===== src/rtl/eaPkg.sv =====
package eaPkg;

  typedef enum logic [1:0] {
    ST_IDLE  = 2'd0,
    ST_READ  = 2'd1,
    ST_WRITE = 2'd2
  } eaState_t;

  typedef enum logic [1:0] {
    SEL_FORMED = 2'd0,
    SEL_RDATA  = 2'd1,
    SEL_PTR    = 2'd2
  } effSel_t;

  typedef struct packed {
    logic    captureReq;
    logic    capturePtr;
    logic    addrFromReg;
    effSel_t effSel;
  } eaCtl_t;

endpackage


===== src/rtl/eaDatapath.sv =====
module eaDatapath
  import eaPkg::*;
#(
  parameter int ADDR_W    = 12,
  parameter int OFF_W     = 7,
  parameter int AUTO_BASE = 8,
  parameter int AUTO_NUM  = 8
) (
  input  logic              clk,
  input  logic              rstN,
  input  logic [ADDR_W-1:0] instrWord,
  input  logic [ADDR_W-1:0] instrAddr,
  input  logic [ADDR_W-1:0] memRdData,
  input  eaCtl_t            ctl,
  output logic              isIndirect,
  output logic              autoHit,
  output logic [ADDR_W-1:0] memAddr,
  output logic [ADDR_W-1:0] memWrData,
  output logic [ADDR_W-1:0] effAddr
);

  localparam int PAGE_W   = ADDR_W - OFF_W;
  localparam int PAGE_BIT = OFF_W;
  localparam int IND_BIT  = OFF_W + 1;

  logic [PAGE_W-1:0]   pageField;
  logic [ADDR_W-1:0]   formedLive;
  logic [ADDR_W-1:0]   formedReg;
  logic [ADDR_W-1:0]   ptrReg;
  logic [ADDR_W-1:0]   ptrNext;
  logic                autoReg;
  logic [AUTO_NUM-1:0] autoMatch;

  // page select: zero page or the page of the instruction itself
  always_comb begin
    if (instrWord[PAGE_BIT]) pageField = instrAddr[ADDR_W-1 -: PAGE_W];
    else                     pageField = '0;
  end

  assign formedLive = {pageField, instrWord[OFF_W-1:0]};
  assign isIndirect = instrWord[IND_BIT];

  // one comparator per auto-increment location
  generate
    for (genvar gi = 0; gi < AUTO_NUM; gi++) begin : gAuto
      assign autoMatch[gi] = (formedLive == ADDR_W'(AUTO_BASE + gi));
    end
  endgenerate

  assign ptrNext = memRdData + ADDR_W'(1);

  always_ff @(posedge clk) begin
    if (!rstN) begin
      formedReg <= '0;
      autoReg   <= 1'b0;
      ptrReg    <= '0;
    end else begin
      if (ctl.captureReq) begin
        formedReg <= formedLive;
        autoReg   <= |autoMatch;
      end
      if (ctl.capturePtr) ptrReg <= ptrNext;
    end
  end

  assign autoHit   = autoReg;
  assign memAddr   = ctl.addrFromReg ? formedReg : formedLive;
  assign memWrData = ptrReg;

  always_comb begin
    unique case (ctl.effSel)
      SEL_RDATA: effAddr = memRdData;
      SEL_PTR:   effAddr = ptrReg;
      default:   effAddr = formedLive;
    endcase
  end

  AST_PTR_INC: assert property (@(posedge clk) disable iff (!rstN)
    ctl.capturePtr |=> (memWrData == $past(memRdData) + ADDR_W'(1)));

endmodule


===== src/rtl/eaControl.sv =====
module eaControl
  import eaPkg::*;
(
  input  logic   clk,
  input  logic   rstN,
  input  logic   reqValid,
  input  logic   isIndirect,
  input  logic   autoHit,
  output eaCtl_t ctl,
  output logic   busy,
  output logic   done,
  output logic   memRdEn,
  output logic   memWrEn
);

  eaState_t state, stateNext;

  always_comb begin
    stateNext       = state;
    ctl.captureReq  = 1'b0;
    ctl.capturePtr  = 1'b0;
    ctl.addrFromReg = 1'b1;
    ctl.effSel      = SEL_FORMED;
    done            = 1'b0;
    memRdEn         = 1'b0;
    memWrEn         = 1'b0;
    unique case (state)
      ST_IDLE: begin
        ctl.addrFromReg = 1'b0;
        if (reqValid) begin
          if (isIndirect) begin
            memRdEn        = 1'b1;
            ctl.captureReq = 1'b1;
            stateNext      = ST_READ;
          end else begin
            done = 1'b1;
          end
        end
      end
      ST_READ: begin
        if (autoHit) begin
          ctl.capturePtr = 1'b1;
          stateNext      = ST_WRITE;
        end else begin
          ctl.effSel = SEL_RDATA;
          done       = 1'b1;
          stateNext  = ST_IDLE;
        end
      end
      ST_WRITE: begin
        ctl.effSel = SEL_PTR;
        memWrEn    = 1'b1;
        done       = 1'b1;
        stateNext  = ST_IDLE;
      end
      default: stateNext = ST_IDLE;
    endcase
  end

  always_ff @(posedge clk) begin
    if (!rstN) state <= ST_IDLE;
    else       state <= stateNext;
  end

  assign busy = (state != ST_IDLE);

  AST_WRITE_AFTER_READ: assert property (@(posedge clk) disable iff (!rstN)
    (state == ST_WRITE) |-> ($past(state) == ST_READ));

endmodule


===== src/rtl/pageIndEaUnit.sv =====
module pageIndEaUnit
  import eaPkg::*;
#(
  parameter int ADDR_W    = 12,
  parameter int OFF_W     = 7,
  parameter int AUTO_BASE = 8,
  parameter int AUTO_NUM  = 8
) (
  input  logic              clk,
  input  logic              rstN,
  input  logic              reqValid,
  input  logic [ADDR_W-1:0] instrWord,
  input  logic [ADDR_W-1:0] instrAddr,
  output logic              busy,
  output logic              done,
  output logic [ADDR_W-1:0] effAddr,
  output logic              memRdEn,
  output logic              memWrEn,
  output logic [ADDR_W-1:0] memAddr,
  output logic [ADDR_W-1:0] memWrData,
  input  logic [ADDR_W-1:0] memRdData
);

  eaCtl_t ctl;
  logic   isIndirect;
  logic   autoHit;

  eaControl u_ctrl (
    .clk       (clk),
    .rstN      (rstN),
    .reqValid  (reqValid),
    .isIndirect(isIndirect),
    .autoHit   (autoHit),
    .ctl       (ctl),
    .busy      (busy),
    .done      (done),
    .memRdEn   (memRdEn),
    .memWrEn   (memWrEn)
  );

  eaDatapath #(
    .ADDR_W   (ADDR_W),
    .OFF_W    (OFF_W),
    .AUTO_BASE(AUTO_BASE),
    .AUTO_NUM (AUTO_NUM)
  ) u_dp (
    .clk       (clk),
    .rstN      (rstN),
    .instrWord (instrWord),
    .instrAddr (instrAddr),
    .memRdData (memRdData),
    .ctl       (ctl),
    .isIndirect(isIndirect),
    .autoHit   (autoHit),
    .memAddr   (memAddr),
    .memWrData (memWrData),
    .effAddr   (effAddr)
  );

  AST_RD_WR_EXCL: assert property (@(posedge clk) disable iff (!rstN)
    !(memRdEn && memWrEn));

  AST_DIRECT_QUIET: assert property (@(posedge clk) disable iff (!rstN)
    (done && !busy) |-> (!memRdEn && !memWrEn));

  AST_OFFSET_PASS: assert property (@(posedge clk) disable iff (!rstN)
    (done && !busy) |-> (effAddr[OFF_W-1:0] == instrWord[OFF_W-1:0]));

  AST_READ_RESULT: assert property (@(posedge clk) disable iff (!rstN)
    (done && busy && !memWrEn) |-> (effAddr == memRdData));

  AST_READ_THEN_BUSY: assert property (@(posedge clk) disable iff (!rstN)
    memRdEn |=> busy);

  AST_NO_SPURIOUS_DONE: assert property (@(posedge clk) disable iff (!rstN)
    (!busy && !reqValid) |-> !done);

  AST_WRITE_SAME_ADDR: assert property (@(posedge clk) disable iff (!rstN)
    memWrEn |-> (memAddr == $past(memAddr, 2)));

  AST_WRITE_RESULT: assert property (@(posedge clk) disable iff (!rstN)
    memWrEn |-> (done && effAddr == memWrData));

endmodule


===== config.mk =====
export PLATFORM = sky130hd
export DESIGN_NAME = pageIndEaUnit
export DESIGN_NICKNAME = d
export VERILOG_FILES = /design/src/rtl/eaPkg.sv /design/src/rtl/eaDatapath.sv /design/src/rtl/eaControl.sv /design/src/rtl/pageIndEaUnit.sv
export SDC_FILE = /design/constraint.sdc
export NUM_CORES = 1
export LEC_CHECK = 0
export BUFFER_PORTS_ARGS = -buffer_cell sky130_fd_sc_hd__buf_2
export CAP_MARGIN = 20
export CORE_AREA = 5 5 65 67
export CTS_BUF_LIST = sky130_fd_sc_hd__clkbuf_4
export DETAILED_ROUTE_END_ITERATION = 7
export DIE_AREA = 0 0 70 72
export PLACE_DENSITY = 0.83
export SLEW_MARGIN = 20
export SYNTH_ARGS = -nofsm -noshare
export SYNTH_HDL_FRONTEND = slang
export SYNTH_SLANG_ARGS = --single-unit

===== constraint.sdc =====
create_clock -name clk -period 1.51 [get_ports clk]
set_input_delay 0.0755 -clock clk [delete_from_list [all_inputs] [get_ports clk]]
set_output_delay 0.0755 -clock clk [all_outputs]
set_load 0.01 [all_outputs]

==> metrics.txt <==
status finished, violations left; failing checks setup timing; kind of critical path register to output port; prevailing post-synth register cell dfxtp_1; number of global-route vias before repair 1623; RSZ-0062 raised after global routing true; Num Clock Sinks 27; commonest non-fill, non-tap cell in the layout buf_2; Worst R2R Setup Slack 20 ps; CP Max Fanout 7; Ports 79; most frequent cells in the layout 66 x buf_2, 62 x nand2_1, 25 x dfxtp_1, 19 x a21oi_1, 14 x buf_4; EDFF count, synth 0; Slew HR 81.4%; Hold Crit Start instrWord[3]; Netlist Area Pre-Place 0.00154 mm^2; initial antenna violation count 0; final net count 339; Syn Inst Count approximately 210; Die Ht just over 70 um; CTS tree done; all-layer global routing usage 17.8%; clk slew on worst S/H paths 150 ps; reg-to-reg endpoint u_dp.formedReg[7]; Yosys warning count 0; Initial Util 43.1%; final worst slack -70.3 ps; Final Cycle Share 105%; Min-Delay Path Depth 3; drt drc 0; LEAKAGE 0.00103 uW; Arr. time, crit path around 1500 ps; total CTS buffers 3; Seq cells post-synth 27; placed inst area 0.00194 mm^2; Seq/Total Area, Yosys a little over a third; cell row count 22; Wirelength per Cell 13.7 um; setup TNS -687 ps; net count after synthesis between 200 and 300; H-Tree Depth 1; Seq. cell area 548 um^2; pin count of the biggest net entering global routing 25; GRT overflow 0; Slew Viols, Final 0; clk_lat worst skew 320 ps; DR iter-0 viols ~100; Req. time, crit path 1430 ps; type of origin of the critical path register; Area Overhead vs Synth 45.5%; power per cell area 632 mW/mm^2; antenna diode count 0; die width around 70 um; routability cong. 0.865; I/O Buffers 68; Setup Skew 4.11 ps; final hold violation count 0; hpwl dp 3430 um; syn avg cell area 7.31 um^2; vias between 1500 and 2000; layout cell share with drive strength beyond 1 39.3%; slew at the pin with the worst max-slew slack 275 ps; clk root buf clkbuf_4; Peak VDD IR 313 uV; fill count 339; die area 0.00504 mm^2; final instance area roughly 0.0022 mm^2; Worst Setup End Kind output port; vias per cell 5.13; first-pass GRT wire length 7440 um; crit path from u_ctrl.state[1]; path depth of the worst reg2reg path 8; hold path endpoint u_dp.formedReg[3]; Routed Antenna Nets 0; final WL 4720 um; Period minus WS final between 1500 and 2000 ps; post-synthesis async set-or-reset flop share 0%; fmax around 630 MHz; multi-input logic area around 970 um^2; Max-Cap Viols 0; Setup-failing EPs final 26; Core ar. 0.00358 mm^2; Distinct cells, synth 34; Hold Path Class input pin to register; smallest hold slack 10.8 ps; drt pass-1 iters 4; Max clock buf depth 2; Reg2Reg Launch Point u_ctrl.state[0]
stage by stage:
step | power, uW | util (%) | std cells | worst slack [ps]
floorplan | 897 | - | 211 | 280
global placement | 1030 | 54.1 | 324 | 212
detailed placement | 1040 | 54.1 | 324 | 184
CTS | 1380 | 57.9 | 333 | -48.1
global route | 1490 | 62.7 | 346 | -137
finish | 1420 | 62.7 | 346 | -70.3
where the power goes:
part / total, uW / internal [uW] / switching (uW)
combinational: 349 / 156 / 193
clock: 337 / 121 / 216
sequential: 732 / 724 / 8.23
total: 1420 / 1000 / 417
repair_timing:
action | in CTS | in global routing
endpoints found under the setup margin | 20 | 27
buffers inserted | 3 | 8
hold buffers | 1 | 5
gates resized for setup | 25 | 20
cloned | 1 | 0
pin swaps | 3 | 12
hold endpoints to repair | 1 | 5
sequential cells by signal (all words and copies together) (netlist names):
name            flops
u_dp.memWrData     12
u_dp.formedReg     12
u_ctrl.state        2
u_dp.autoHit        1
layout make-up:
cell class / instances / share of cell area (%)
Inverter: 4 / 1.45
Timing Repair Buffer: 94 / 26.5
Tap cell: 48 / 2.68
Timing Repair inverter: 1 / 0.279
Sequential cell: 27 / 24.4
Clock buffer: 4 / 1.34
Multi-Input combinational cell: 168 / 43.4
cells in the mapped netlist, drive strengths merged (2+ instances only):
library cell	count	area [um^2]
a21oi	20	104
a211oi	5	37.5
clkbuf	3	11.3
inv	3	11.3
nor2	9	41.3
and4	2	17.5
o21ai	17	85.1
dfxtp	27	541
xor2	9	78.8
a22oi	12	90.1
and2	2	12.5
buf	9	75.1
nand2	67	251
nand3	11	67.6
nand4	3	18.8
layer usage:
metal | routed length (um) | track usage, % | up-vias | part of all wire (%)
met2 | 2240 | 29.8 | 64 | 47
met4 | 17 | 4.47 | 0 | 0.36
met1 | 2130 | 23.5 | 807 | 45
met5 | 0 | 0 | - | 0
met3 | 334 | 3.88 | 2 | 7.1
li1 | - | - | 902 | -
worst max-delay path: stages (launching register included):
cell     delay, ps
dfxtp_4        400
nor3b_4        280
buf_4          180
nor2_4          50
nand2_1         70
nand2_1         60
buf_2          140
how the worst max path moves through the flow:
stage             endpoint  slack, ps  cells after the start
4_1_cts         effAddr[5]        -50                      5
3_3_place_gp   effAddr[10]        210                      4
3_5_place_dp    effAddr[5]        180                      5
6_report        effAddr[5]        -70                      6
5_1_grt         effAddr[7]       -140                      5
2_1_floorplan  effAddr[10]        280                      3
cells by family (layout without fill, tap and decap cells):
kind of cell / count (synthesis) / after routing / share of synthesized area [%]
AND/OR/NAND/NOR: 101 / 101 / 30.2
AO/OA/AOI/OAI: 55 / 55 / 21.0
buffers and inverters: 16 / 103 / 6.65
flip-flops: 27 / 27 / 35.0
XOR/XNOR: 10 / 10 / 5.68
adder cells (fa/ha/maj): 1 / 1 / 0.811
multiplexers: 1 / 1 / 0.649
Note: power is estimated with default switching activity, not from simulation.
